$ cat config.mk
export PLATFORM = sky130hd
export DESIGN_NAME = flash_op_status
export DESIGN_NICKNAME = d
export VERILOG_FILES = /design/src/rtl/flash_stat_pkg.sv /design/src/rtl/fst_toggle.sv /design/src/rtl/fst_word_build.sv /design/src/rtl/flash_op_status.sv
export SDC_FILE = /design/constraint.sdc
export NUM_CORES = 1
export LEC_CHECK = 0
export ABC_AREA = 1
export BUFFER_PORTS_ARGS = -buffer_cell sky130_fd_sc_hd__buf_2
export CORE_MARGIN = 10
export CORE_UTILIZATION = 35
export CTS_CLUSTER_SIZE = 30
export DETAILED_ROUTE_END_ITERATION = 6
export GPL_ROUTABILITY_DRIVEN = 1
export GPL_TIMING_DRIVEN = 0
export HOLD_SLACK_MARGIN = 0.03
export PLACE_DENSITY = 0.74
export SYNTH_ARGS = -nofsm -noshare
export SYNTH_HDL_FRONTEND = slang
export SYNTH_SLANG_ARGS = --single-unit
$ cat constraint.sdc
create_clock -name clk -period 0.8 [get_ports clk]
set_input_delay 0.12 -clock clk [delete_from_list [all_inputs] [get_ports clk]]
set_output_delay 0.12 -clock clk [all_outputs]
set_load 0.01 [all_outputs]
$ cat src/rtl/flash_stat_pkg.sv
package flash_stat_pkg;

    localparam int STAT_W   = 16;
    localparam int OP_W     = 2;
    localparam int TOG_N    = 2;

    localparam int POLL_POS = 7;
    localparam int TGA_POS  = 6;
    localparam int FAIL_POS = 5;
    localparam int LIVE_POS = 3;
    localparam int TGB_POS  = 2;

    localparam int TGA_IDX  = 0;
    localparam int TGB_IDX  = 1;

    typedef enum logic [OP_W-1:0] {
        OP_PROG   = 2'b00,
        OP_SECTOR = 2'b01,
        OP_CHIP   = 2'b10,
        OP_SPARE  = 2'b11
    } op_kind_e;

    function automatic logic op_is_erase(input logic [OP_W-1:0] k);
        return (k == OP_SECTOR) || (k == OP_CHIP);
    endfunction

endpackage

$ cat src/rtl/fst_toggle.sv
module fst_toggle (
    input  logic clk,
    input  logic rst_n,
    input  logic restart,
    input  logic step,
    output logic level
);
    typedef struct packed {
        logic tog;
    } tog_state_t;

    tog_state_t st_d, st_q;
    logic       base;

    always_comb begin
        base     = restart ? 1'b0 : st_q.tog;
        st_d     = st_q;
        st_d.tog = step ? ~base : base;
        level    = base;
    end

    always_ff @(posedge clk or negedge rst_n) begin
        if (!rst_n) begin
            st_q <= '0;
        end else begin
            st_q <= st_d;
        end
    end
endmodule

$ cat src/rtl/fst_word_build.sv
module fst_word_build
    import flash_stat_pkg::*;
(
    input  logic              busy,
    input  logic [OP_W-1:0]   op_kind,
    input  logic              fail,
    input  logic              erase_live,
    input  logic              poll_bit,
    input  logic [TOG_N-1:0]  tog_lvl,
    output logic [STAT_W-1:0] word
);
    logic erase_op;
    logic chip_op;

    always_comb begin
        erase_op = op_is_erase(op_kind);
        chip_op  = (op_kind == OP_CHIP);
        word     = '0;
        if (erase_op) begin
            word[POLL_POS] = ~busy;
        end else begin
            word[POLL_POS] = busy ? ~poll_bit : poll_bit;
        end
        word[TGA_POS]  = tog_lvl[TGA_IDX];
        word[FAIL_POS] = fail;
        word[LIVE_POS] = erase_op & erase_live;
        word[TGB_POS]  = (busy && chip_op) ? tog_lvl[TGB_IDX] : 1'b1;
    end
endmodule

$ cat src/rtl/flash_op_status.sv
module flash_op_status
    import flash_stat_pkg::*;
(
    input  logic              clk,
    input  logic              rst_n,
    input  logic              busy,
    input  logic [1:0]        op_kind,
    input  logic              fail,
    input  logic              erase_live,
    input  logic              prog_poll_bit,
    input  logic              rd_stb,
    output logic [15:0]       status
);
    typedef struct packed {
        logic              busy_seen;
        logic [STAT_W-1:0] word;
    } top_state_t;

    top_state_t          st_d, st_q;
    logic                op_start;
    logic [TOG_N-1:0]    tog_step;
    logic [TOG_N-1:0]    tog_lvl;
    logic [STAT_W-1:0]   next_word;

    always_comb begin
        op_start          = busy & ~st_q.busy_seen;
        tog_step          = '0;
        tog_step[TGA_IDX] = rd_stb & busy;
        tog_step[TGB_IDX] = rd_stb & busy & (op_kind == OP_CHIP);
    end

    for (genvar g = 0; g < TOG_N; g++) begin : g_tog
        fst_toggle u_tog (
            .clk     (clk),
            .rst_n   (rst_n),
            .restart (op_start),
            .step    (tog_step[g]),
            .level   (tog_lvl[g])
        );
    end

    fst_word_build u_build (
        .busy       (busy),
        .op_kind    (op_kind),
        .fail       (fail),
        .erase_live (erase_live),
        .poll_bit   (prog_poll_bit),
        .tog_lvl    (tog_lvl),
        .word       (next_word)
    );

    always_comb begin
        st_d           = st_q;
        st_d.busy_seen = busy;
        if (rd_stb) begin
            st_d.word = next_word;
        end
    end

    always_ff @(posedge clk or negedge rst_n) begin
        if (!rst_n) begin
            st_q <= '0;
        end else begin
            st_q <= st_d;
        end
    end

    assign status = st_q.word;
endmodule

==> run_summary.xml, run 1 <==
<?xml version="1.0" encoding="UTF-8"?>
<metrics>
  <group name="outcome">
    <metric name="run_status" unit="">finished, violations left</metric>
    <metric name="violations_in_the_final_reports" unit="">setup timing</metric>
  </group>
  <group name="placement">
    <metric name="dp.cells" unit="">101</metric>
    <metric name="dp_hpwl" unit="um">929.3</metric>
    <metric name="dp_slack" unit="ns">-0.07777</metric>
    <metric name="gp_weighted_congestion" unit="">0.6649</metric>
    <metric name="total_placed_instance_area" unit="um^2">608.1</metric>
    <metric name="port_buffers" unit="">13</metric>
  </group>
  <group name="pwr">
    <metric name="static-leakage-power" unit="nW">0.3909</metric>
    <metric name="clock_power_share" unit="%">28.6</metric>
    <metric name="cellPowerDensity" unit="nW/um^2">1585</metric>
    <metric name="design_power_total" unit="mW">1.047</metric>
    <metric name="seq_power_share" unit="%">45.3</metric>
    <metric name="p_int" unit="mW">0.7625</metric>
    <metric name="share_of_total_power_in_combinational_logic" unit="%">26.1</metric>
    <metric name="power.share.switching" unit="%">27.18</metric>
    <metric name="p_sw" unit="mW">0.2846</metric>
    <metric name="ir_worst_vdd" unit="V">0.0004999</metric>
  </group>
  <group name="clocking">
    <metric name="buffer_depth_of_the_longest_clock_path" unit="">2</metric>
    <metric name="clock_tree.root_cell" unit="">sky130_fd_sc_hd__clkbuf_4</metric>
    <metric name="clkSlewWorstSetupHoldPaths" unit="ns">0.05</metric>
    <metric name="insertion_delay" unit="ns">0.25</metric>
    <metric name="clock_sinks" unit="">8</metric>
    <metric name="cts_made_buffers" unit="">3</metric>
    <metric name="cts_tree" unit="">built</metric>
    <metric name="htree_num_levels" unit="">1</metric>
  </group>
  <group name="run">
    <metric name="maxCapViolations" unit="">0</metric>
  </group>
  <group name="global_routing">
    <metric name="busiest_layer_in_global_routing" unit="">met2</metric>
    <metric name="antenna_violations_before_repair" unit="">0</metric>
    <metric name="grt_usage" unit="%">6.676</metric>
    <metric name="grt_pass1_vias" unit="">418</metric>
    <metric name="global_route.usage.met1" unit="%">5.846</metric>
    <metric name="met2_usage_grt" unit="%">9.457</metric>
    <metric name="use_met3" unit="%">6.195</metric>
    <metric name="first_pass_grt_wire_length" unit="um">1711</metric>
    <metric name="grt-ovfl-total" unit="">0</metric>
    <metric name="maximum_number_of_pins_on_one_net_before_global_route_repair" unit="">9</metric>
  </group>
  <group name="synthesis">
    <metric name="yosysSeqAreaShare" unit="%">41.13</metric>
    <metric name="synth_cells" unit="">63</metric>
    <metric name="synth_cell_types" unit="">12</metric>
    <metric name="yosysWarnings" unit="">0</metric>
    <metric name="synth.avg_cell_area" unit="um^2">7.726</metric>
    <metric name="synth.cell_area" unit="um^2">486.7</metric>
    <metric name="synth-seq-cells" unit="">8</metric>
  </group>
  <group name="setup_path">
    <metric name="worst_setup_path_end_kind" unit="">output port</metric>
    <metric name="data_arrival_time_of_the_critical_path" unit="ns">0.77</metric>
    <metric name="worstPathRequired" unit="ns">0.68</metric>
    <metric name="critPathTopFamily" unit="">flip-flops</metric>
    <metric name="path_type_of_the_worst_setup_path" unit="">flip-flop to output port</metric>
    <metric name="path_cells" unit="">buf_6</metric>
    <metric name="crit_path_start_kind" unit="">flip-flop</metric>
    <metric name="crit_path_max_fanout" unit="">2</metric>
    <metric name="cpMaxStageDelayCell" unit="">sky130_fd_sc_hd__dfrtp_1</metric>
    <metric name="critical_path.n_buffers_inverters" unit="">1</metric>
    <metric name="cp_slowest_stage_delay" unit="ns">0.39</metric>
  </group>
  <group name="floorplanning">
    <metric name="floorplan.initialDensity" unit="%">37.40</metric>
    <metric name="die_area" unit="um^2">3282</metric>
    <metric name="fp.dieW" unit="um">57.29</metric>
    <metric name="num_rows" unit="">13</metric>
    <metric name="coreArea" unit="um^2">1301</metric>
    <metric name="die_height" unit="um">57.29</metric>
    <metric name="io_pins" unit="">25</metric>
  </group>
  <group name="sta">
    <metric name="hold_viol_final" unit="">0</metric>
    <metric name="report.final.slew_viol_count" unit="">0</metric>
    <metric name="final_period_minus_worst_setup_slack" unit="ns">0.8898</metric>
    <metric name="finalSetupViolations" unit="">5</metric>
    <metric name="postLayoutSetupSlackWorst" unit="ns">-0.08981</metric>
    <metric name="fin_skew" unit="ns">0.0009773</metric>
    <metric name="setup_repair_after_global_routing_missed_its_margin" unit="">true</metric>
    <metric name="final.period_utilization" unit="%">111.2</metric>
    <metric name="timing.fmax" unit="GHz">1.124</metric>
  </group>
  <group name="detailed_routing">
    <metric name="route.detailed.drc" unit="">0</metric>
    <metric name="totalWireLength" unit="um">1032</metric>
    <metric name="drt-pass1-iter-count" unit="">2</metric>
    <metric name="route.vias.total" unit="">404</metric>
    <metric name="count_of_routing_violations_after_the_opening_detailed_route_iteration" unit="">5</metric>
    <metric name="route.antenna.remaining_nets" unit="">0</metric>
    <metric name="via_per_inst" unit="">3.961</metric>
    <metric name="wl_per_cell" unit="um">10.12</metric>
  </group>
  <group name="final_layout">
    <metric name="final_cell_area" unit="um^2">660.6</metric>
    <metric name="stdcell_count" unit="">102</metric>
    <metric name="area_delta_synth_final" unit="%">35.73</metric>
    <metric name="insertedDiodeCount" unit="">0</metric>
    <metric name="layout_commonest_cell" unit="">sky130_fd_sc_hd__nand2_1</metric>
    <metric name="layout_common_cells" unit="">17 x sky130_fd_sc_hd__nand2_1, 13 x sky130_fd_sc_hd__buf_4, 11 x sky130_fd_sc_hd__conb_1</metric>
    <metric name="finish.net_count" unit="">99</metric>
    <metric name="final_core_util" unit="%">50.77</metric>
    <metric name="layout_cell_share_with_drive_strength_beyond_1" unit="%">40.23</metric>
  </group>
  <group name="hold_path">
    <metric name="holdCritPathClass" unit="">input port to flip-flop</metric>
  </group>
</metrics>
==> cell type report <==
| cell class | count | area (um^2) |
|---|---|---|
| Fill cell | 138 | 640.6 |
| Tap cell | 15 | 18.77 |
| Clock buffer | 3 | 22.52 |
| Inverter | 7 | 26.28 |
| Buffer | 11 | 82.58 |
| Multi-Input combinational cell | 42 | 188.9 |
| Timing Repair Buffer | 16 | 121.4 |
| Sequential cell | 8 | 200.2 |
==> flip-flops by register name, summed over array words and instances (netlist names) <==
register / cells
status: 5
st_q: 1
g_tog.u_tog.st_q: 2
==> synthesized netlist by cell type <==
| master | count | area (um^2) |
|---|---|---|
| sky130_fd_sc_hd__nand2_1 | 20 | 75.07 |
| sky130_fd_sc_hd__buf_4 | 16 | 120.1 |
| sky130_fd_sc_hd__dfrtp_1 | 8 | 200.2 |
| sky130_fd_sc_hd__inv_1 | 7 | 26.28 |
| sky130_fd_sc_hd__nor2_1 | 3 | 11.26 |
| sky130_fd_sc_hd__a21oi_1 | 2 | 10.01 |
| sky130_fd_sc_hd__nand3_1 | 2 | 10.01 |
| sky130_fd_sc_hd__conb_1 | 1 | 3.750 |
| sky130_fd_sc_hd__ha_1 | 1 | 12.51 |
| sky130_fd_sc_hd__nand4_1 | 1 | 6.260 |
| sky130_fd_sc_hd__nor2_2 | 1 | 6.260 |
| sky130_fd_sc_hd__o21ai_0 | 1 | 5.000 |
==> per-layer routing <==
layer | wire (um) | share of wire (%)
met2 | 459 | 44
met1 | 371 | 36
met5 | 0 | 0
met4 | 10 | 0.97
met3 | 190 | 18
==> cells by family (layout without fill, tap and decap cells) <==
family | after synthesis | count (layout) | share of synthesized area, %
compound gates | 3 | 3 | 3.084
fa+ha+maj | 1 | 1 | 2.570
buf+inv | 23 | 37 | 30.08
flops | 8 | 8 | 41.13
other cells | 1 | 11 | 0.7705
simple gates | 27 | 27 | 22.37
==> metrics by stage <==
step                setup TNS (ns)  hold slack (ns)
detailed placement         -0.1248         -0.02579
finish                     -0.4089          0.05966
floorplan                        0          -0.1756
CTS                        -0.4720          0.04618
global placement          -0.07150         -0.02789
global route               -0.5908          0.05794
==> power groups by stage <==
| stage | sequential [mW] | clock (mW) | combinational (mW) |
|---|---|---|---|
| final | 0.474 | 0.300 | 0.273 |
| after global routing | 0.481 | 0.336 | 0.307 |
| after CTS | 0.471 | 0.320 | 0.261 |
| after detailed placement | 0.474 | 0 | 0.254 |
| after global placement | 0.472 | 0 | 0.247 |
| after floorplan | 0.468 | 0 | 0.180 |
==> what timing repair did <==
item,4_1_cts,5_1_grt
endpoints found under the hold margin,8,0
resized for setup,5,5
setup endpoints to repair,5,9
buffers inserted,1,1
hold buffers,1,0
==> path summary, 6_finish.rpt <==
path,from,to,slack [ns],cells past startpoint
hold reg to reg,status[3]$_DFFE_PN0P_,status[3]$_DFFE_PN0P_,0.51,2
min in group asynchronous,rst_n,g_tog[1].u_tog.st_q$_DFF_PN0_,0.24,2
max in group asynchronous,rst_n,status[5]$_DFFE_PN0P_,0.39,2
setup reg to reg,status[6]$_DFFE_PN0P_,status[6]$_DFFE_PN0P_,0.05,3
hold / removal,busy,st_q[16]$_DFF_PN0_,0.06,1
setup / recovery,status[5]$_DFFE_PN0P_,status[5],-0.09,1
(Power assumes the default switching activity.)
==> run 2: changes to the inputs <==
CAP_MARGIN = 20   (was default)
TNS_END_PERCENT = 10   (was default)
==> run 2 against run 1 <==
Against the previous run:
- die area stayed put
- highest routed layer unchanged
- the run still ends with setup timing left
- via count is 0.50% lower
- hold slack got worse by 0.0055 ns
- sequential share of layout area up 0.47 points
- fmax increased by 0.15%
- design area fell by 1.5%
==> run_summary.xml, run 2 (synthesized netlist as in run 1, its figures left out) <==
<?xml version="1.0" encoding="UTF-8"?>
<metrics>
  <group name="global_routing">
    <metric name="grt_usage" unit="%">6.676</metric>
    <metric name="grt-ovfl-total" unit="">0</metric>
    <metric name="first_pass_grt_wire_length" unit="um">1711</metric>
    <metric name="maximum_number_of_pins_on_one_net_before_global_route_repair" unit="">9</metric>
    <metric name="antenna_violations_before_repair" unit="">0</metric>
    <metric name="grt_pass1_vias" unit="">418</metric>
  </group>
  <group name="floorplanning">
    <metric name="coreArea" unit="um^2">1301</metric>
    <metric name="die_height" unit="um">57.29</metric>
    <metric name="num_rows" unit="">13</metric>
    <metric name="floorplan.initialDensity" unit="%">37.40</metric>
    <metric name="die_area" unit="um^2">3282</metric>
    <metric name="fp.dieW" unit="um">57.29</metric>
    <metric name="io_pins" unit="">25</metric>
  </group>
  <group name="clocking">
    <metric name="htree_num_levels" unit="">1</metric>
    <metric name="cts_tree" unit="">built</metric>
    <metric name="buffer_depth_of_the_longest_clock_path" unit="">2</metric>
    <metric name="clock_sinks" unit="">8</metric>
    <metric name="cts_made_buffers" unit="">3</metric>
    <metric name="clock_tree.root_cell" unit="">sky130_fd_sc_hd__clkbuf_4</metric>
    <metric name="clkSlewWorstSetupHoldPaths" unit="ns">0.05</metric>
    <metric name="insertion_delay" unit="ns">0.26</metric>
  </group>
  <group name="final_layout">
    <metric name="layout_cell_share_with_drive_strength_beyond_1" unit="%">38.37</metric>
    <metric name="largest_reg_flops" unit="">5</metric>
    <metric name="finish.net_count" unit="">98</metric>
    <metric name="layout_commonest_cell" unit="">sky130_fd_sc_hd__nand2_1</metric>
    <metric name="stdcell_count" unit="">101</metric>
    <metric name="layout_common_cells" unit="">18 x sky130_fd_sc_hd__nand2_1, 12 x sky130_fd_sc_hd__buf_4, 11 x sky130_fd_sc_hd__conb_1</metric>
    <metric name="area_delta_synth_final" unit="%">33.68</metric>
    <metric name="final_cell_area" unit="um^2">650.6</metric>
    <metric name="final_core_util" unit="%">50.00</metric>
    <metric name="insertedDiodeCount" unit="">0</metric>
    <metric name="fill_cells" unit="">139</metric>
  </group>
  <group name="setup_path">
    <metric name="path_cells" unit="">buf_6</metric>
    <metric name="cpMaxStageDelayCell" unit="">sky130_fd_sc_hd__dfrtp_1</metric>
    <metric name="critical_path.n_buffers_inverters" unit="">1</metric>
    <metric name="cp_slowest_stage_delay" unit="ns">0.39</metric>
    <metric name="crit_path_max_fanout" unit="">2</metric>
    <metric name="crit_path_start_kind" unit="">flip-flop</metric>
    <metric name="worstPathRequired" unit="ns">0.68</metric>
    <metric name="worst_setup_path_end_kind" unit="">output port</metric>
    <metric name="critPathTopFamily" unit="">flip-flops</metric>
    <metric name="path_type_of_the_worst_setup_path" unit="">flip-flop to output port</metric>
    <metric name="data_arrival_time_of_the_critical_path" unit="ns">0.77</metric>
  </group>
  <group name="sta">
    <metric name="hold_viol_final" unit="">0</metric>
    <metric name="report.final.slew_viol_count" unit="">0</metric>
    <metric name="final_period_minus_worst_setup_slack" unit="ns">0.8885</metric>
    <metric name="postLayoutSetupSlackWorst" unit="ns">-0.08846</metric>
    <metric name="setup_repair_after_global_routing_missed_its_margin" unit="">true</metric>
    <metric name="finalSetupViolations" unit="">5</metric>
    <metric name="fin_skew" unit="ns">0.0007686</metric>
    <metric name="fin_tns_setup" unit="ns">-0.4235</metric>
    <metric name="final.period_utilization" unit="%">111.1</metric>
    <metric name="timing.fmax" unit="GHz">1.126</metric>
  </group>
  <group name="run">
    <metric name="maxCapViolations" unit="">0</metric>
  </group>
  <group name="detailed_routing">
    <metric name="totalWireLength" unit="um">1015</metric>
    <metric name="count_of_routing_violations_after_the_opening_detailed_route_iteration" unit="">5</metric>
    <metric name="drt-pass1-iter-count" unit="">2</metric>
    <metric name="wl_per_cell" unit="um">10.05</metric>
    <metric name="route.antenna.remaining_nets" unit="">0</metric>
    <metric name="route.vias.total" unit="">402</metric>
    <metric name="route.detailed.drc" unit="">0</metric>
    <metric name="via_per_inst" unit="">3.980</metric>
  </group>
  <group name="placement">
    <metric name="dp_slack" unit="ns">-0.07777</metric>
    <metric name="dp.cells" unit="">101</metric>
    <metric name="dp_hpwl" unit="um">929.3</metric>
    <metric name="gp_weighted_congestion" unit="">0.6649</metric>
    <metric name="total_placed_instance_area" unit="um^2">608.1</metric>
    <metric name="port_buffers" unit="">13</metric>
  </group>
  <group name="hold_path">
    <metric name="holdCritPathClass" unit="">input port to flip-flop</metric>
  </group>
  <group name="outcome">
    <metric name="violations_in_the_final_reports" unit="">setup timing</metric>
    <metric name="run_status" unit="">finished, violations left</metric>
  </group>
  <group name="pwr">
    <metric name="static-leakage-power" unit="nW">0.3857</metric>
    <metric name="ir_worst_vdd" unit="V">0.0004996</metric>
    <metric name="cellPowerDensity" unit="nW/um^2">1602</metric>
  </group>
</metrics>
run 2: cell types whose count changed in the layout (fill, tap and decap cells not counted):
cell                      change
sky130_fd_sc_hd__buf_4        -1
sky130_fd_sc_hd__nand2_2      -1
sky130_fd_sc_hd__nand2_1      +1
run 2: power by group:
part / leakage, nW / internal, mW / switching (mW)
combinational: 0.275 / 0.139 / 0.125
sequential: 0.0972 / 0.446 / 0.0263
clock: 0.0138 / 0.171 / 0.135
run 2: worst paths after layout:
check / startpoint / to / slack [ns] / depth (start not counted)
min reg2reg: status[5]$_DFFE_PN0P_ / status[5]$_DFFE_PN0P_ / 0.49 / 2
max reg2reg: st_q[16]$_DFF_PN0_ / status[6]$_DFFE_PN0P_ / 0.05 / 4
min in group asynchronous: rst_n / g_tog[1].u_tog.st_q$_DFF_PN0_ / 0.24 / 2
max in group asynchronous: rst_n / status[5]$_DFFE_PN0P_ / 0.39 / 2
max: status[7]$_DFFE_PN0P_ / status[7] / -0.09 / 1
min: busy / st_q[16]$_DFF_PN0_ / 0.05 / 1
run 2: layer usage:
layer  GRT usage [%]  wire (um)  vias to the layer above
li1                -          -                      208
met1           5.846        367                      172
met2           9.457        429                       19
met3           6.195        189                        3
met4           5.034         29                        0
met5               0          0                        -
run 2: per-stage QoR:
step                hold WS, ns  power [mW]
finish                  0.05411       1.042
floorplan               -0.1756      0.6481
CTS                     0.04618       1.052
global placement       -0.02789      0.7185
detailed placement     -0.02579      0.7272
global route            0.05794       1.114
run 2: what timing repair did:
| action | 4_1_cts | 5_1_grt |
|---|---|---|
| hold buffers | 1 | 0 |
| gates resized for setup | 5 | 4 |
| endpoints found under the hold margin | 8 | 0 |
| gates cloned | 0 | 0 |
| endpoints found under the setup margin | 5 | 9 |
| setup buffers | 1 | 0 |
run 2: cell type report:
type	instances	area, um^2	share of cell area, %
Tap cell	15	18.77	2.885
Timing Repair Buffer	15	113.9	17.50
Sequential cell	8	200.2	30.77
Inverter	7	26.28	4.038
Clock buffer	3	22.52	3.462
Multi-Input combinational cell	42	186.4	28.65
Buffer	11	82.58	12.69
==> run 3: changes to the inputs <==
CORE_MARGIN = default   (was 10)
==> run 3 against run 2 <==
Against the previous run:
- register-to-register slack worse by 0.08 ns
- the flow still finishes with violations (setup timing)
- cell count is 2.0% higher
- critical path depth stayed put
- global-route usage is 3.9 points higher
- design area is 1.7% higher
- fmax is 0.46% higher
- critical endpoint unchanged
==> run_summary.xml, run 3 (synthesized netlist as in run 1, its figures left out) <==
<?xml version="1.0" encoding="UTF-8"?>
<metrics>
  <group name="clocking">
    <metric name="htree_num_levels" unit="">1</metric>
    <metric name="clock_sinks" unit="">8</metric>
    <metric name="clkSlewWorstSetupHoldPaths" unit="ns">0.05</metric>
    <metric name="cts_tree" unit="">built</metric>
    <metric name="insertion_delay" unit="ns">0.25</metric>
    <metric name="clock_tree.root_cell" unit="">sky130_fd_sc_hd__clkbuf_4</metric>
    <metric name="cts_made_buffers" unit="">3</metric>
    <metric name="buffer_depth_of_the_longest_clock_path" unit="">2</metric>
  </group>
  <group name="final_layout">
    <metric name="largest_reg_flops" unit="">5</metric>
    <metric name="layout_commonest_cell" unit="">sky130_fd_sc_hd__nand2_1</metric>
    <metric name="finish.net_count" unit="">100</metric>
    <metric name="layout_cell_share_with_drive_strength_beyond_1" unit="%">38.64</metric>
    <metric name="fill_cells" unit="">132</metric>
    <metric name="layout_common_cells" unit="">18 x sky130_fd_sc_hd__nand2_1, 14 x sky130_fd_sc_hd__buf_4, 11 x sky130_fd_sc_hd__conb_1</metric>
    <metric name="area_delta_synth_final" unit="%">35.99</metric>
    <metric name="insertedDiodeCount" unit="">0</metric>
  </group>
  <group name="setup_path">
    <metric name="cp_slowest_stage_delay" unit="ns">0.39</metric>
    <metric name="worst_setup_path_end_kind" unit="">output port</metric>
    <metric name="critical_path.n_buffers_inverters" unit="">1</metric>
    <metric name="worstPathRequired" unit="ns">0.68</metric>
    <metric name="path_type_of_the_worst_setup_path" unit="">flip-flop to output port</metric>
    <metric name="crit_path_max_fanout" unit="">2</metric>
    <metric name="crit_path_start_kind" unit="">flip-flop</metric>
    <metric name="critPathTopFamily" unit="">flip-flops</metric>
    <metric name="data_arrival_time_of_the_critical_path" unit="ns">0.76</metric>
    <metric name="worst_r2r_startpoint" unit="">status[5]$_DFFE_PN0P_</metric>
    <metric name="path_cells" unit="">buf_6</metric>
    <metric name="worst-r2r-cell-count" unit="">4</metric>
    <metric name="rr_endpoint" unit="">status[5]$_DFFE_PN0P_</metric>
    <metric name="cpMaxStageDelayCell" unit="">sky130_fd_sc_hd__dfrtp_1</metric>
    <metric name="worst-r2r-setup-slack" unit="ns">-0.03</metric>
  </group>
  <group name="pwr">
    <metric name="static-leakage-power" unit="nW">0.3947</metric>
    <metric name="ir_worst_vdd" unit="V">0.0006629</metric>
    <metric name="cellPowerDensity" unit="nW/um^2">1578</metric>
  </group>
  <group name="detailed_routing">
    <metric name="route.detailed.drc" unit="">0</metric>
    <metric name="count_of_routing_violations_after_the_opening_detailed_route_iteration" unit="">1</metric>
    <metric name="via_per_inst" unit="">3.942</metric>
    <metric name="route.antenna.remaining_nets" unit="">0</metric>
    <metric name="wl_per_cell" unit="um">7.524</metric>
    <metric name="route.vias.total" unit="">406</metric>
    <metric name="totalWireLength" unit="um">775</metric>
    <metric name="drt-pass1-iter-count" unit="">3</metric>
  </group>
  <group name="run">
    <metric name="maxCapViolations" unit="">0</metric>
  </group>
  <group name="global_routing">
    <metric name="grt_usage" unit="%">10.53</metric>
    <metric name="first_pass_grt_wire_length" unit="um">1007</metric>
    <metric name="maximum_number_of_pins_on_one_net_before_global_route_repair" unit="">9</metric>
    <metric name="grt-ovfl-total" unit="">0</metric>
    <metric name="antenna_violations_before_repair" unit="">0</metric>
    <metric name="grt_pass1_vias" unit="">264</metric>
    <metric name="use_met3" unit="%">3.409</metric>
    <metric name="busiest_layer_in_global_routing" unit="">met2</metric>
    <metric name="met2_usage_grt" unit="%">14.58</metric>
    <metric name="global_route.usage.met1" unit="%">12.32</metric>
  </group>
  <group name="sta">
    <metric name="report.final.slew_viol_count" unit="">0</metric>
    <metric name="timing.fmax" unit="GHz">1.131</metric>
    <metric name="postLayoutSetupSlackWorst" unit="ns">-0.08442</metric>
    <metric name="fin_tns_setup" unit="ns">-0.4224</metric>
    <metric name="finalSetupViolations" unit="">6</metric>
    <metric name="final.period_utilization" unit="%">110.6</metric>
    <metric name="hold_viol_final" unit="">0</metric>
    <metric name="setup_repair_after_global_routing_missed_its_margin" unit="">true</metric>
    <metric name="final_period_minus_worst_setup_slack" unit="ns">0.8844</metric>
    <metric name="fin_skew" unit="ns">0.002726</metric>
  </group>
  <group name="placement">
    <metric name="dp_hpwl" unit="um">630.2</metric>
    <metric name="gp_weighted_congestion" unit="">0.6769</metric>
    <metric name="dp_slack" unit="ns">-0.05912</metric>
    <metric name="port_buffers" unit="">13</metric>
  </group>
  <group name="outcome">
    <metric name="violations_in_the_final_reports" unit="">setup timing</metric>
    <metric name="run_status" unit="">finished, violations left</metric>
  </group>
  <group name="floorplanning">
    <metric name="coreArea" unit="um^2">1301</metric>
    <metric name="floorplan.initialDensity" unit="%">37.40</metric>
    <metric name="num_rows" unit="">13</metric>
    <metric name="io_pins" unit="">25</metric>
    <metric name="die_area" unit="um^2">1544</metric>
    <metric name="die_height" unit="um">39.29</metric>
    <metric name="fp.dieW" unit="um">39.29</metric>
  </group>
  <group name="hold_path">
    <metric name="timing.hold.worst.start" unit="">busy</metric>
    <metric name="min_to" unit="">st_q[16]$_DFF_PN0_</metric>
    <metric name="hold-path-cell-count" unit="">1</metric>
    <metric name="holdCritPathClass" unit="">input port to flip-flop</metric>
  </group>
</metrics>
## run 3: cell types whose count changed in the layout (fill, tap and decap cells not counted), sizes merged
cell  change
buf       +2
## run 3: routing by layer
metal	vias up	share of wire, %
li1	216	-
met1	169	45
met2	17	45
met3	4	7.5
met4	0	2.2
met5	-	0
## run 3: report_power, final
group	leakage, nW	internal [mW]	total, mW	switching [mW]
clock network	0.0138	0.171	0.301	0.130
registers	0.0972	0.446	0.472	0.0262
logic	0.284	0.148	0.271	0.123
## run 3: metrics by stage
step                area (um^2)  cells  total power, mW  hold slack [ns]  utilization, %
floorplan                 524.3     73           0.6481          -0.1756               -
global placement          608.1    101           0.7145         -0.03012           46.73
detailed placement        608.1    101           0.7192         -0.02635           46.73
CTS                       649.4    102            1.048          0.04538           49.90
global route              661.9    103            1.110          0.05709           50.87
finish                    661.9    103            1.044          0.05718           50.87
## run 3: cell type report
type                            instances  area (um^2)  share of cell area, %
Sequential cell                         8        200.2                  30.25
Timing Repair Buffer                   17        128.9                  19.47
Multi-Input combinational cell         42        182.7                  27.60
Clock buffer                            3        22.52                  3.403
Buffer                                 11        82.58                  12.48
Inverter                                7        26.28                  3.970
Tap cell                               15        18.77                  2.836
## run 3: worst max path at each step
stage / startpoint / end / cells after the start
floorplan: op_kind[0] / status[7]$_DFFE_PN0P_ / 5
global placement: op_kind[0] / status[7]$_DFFE_PN0P_ / 6
detailed placement: op_kind[0] / status[7]$_DFFE_PN0P_ / 6
CTS: status[7]$_DFFE_PN0P_ / status[7] / 1
global route: status[7]$_DFFE_PN0P_ / status[7] / 1
finish: status[7]$_DFFE_PN0P_ / status[7] / 1
## run 3: what timing repair did
item,in CTS,in global routing
buffers inserted,2,1
endpoints found under the hold margin,8,0
hold buffers,1,0
resized for setup,5,3
endpoints found under the setup margin,5,9
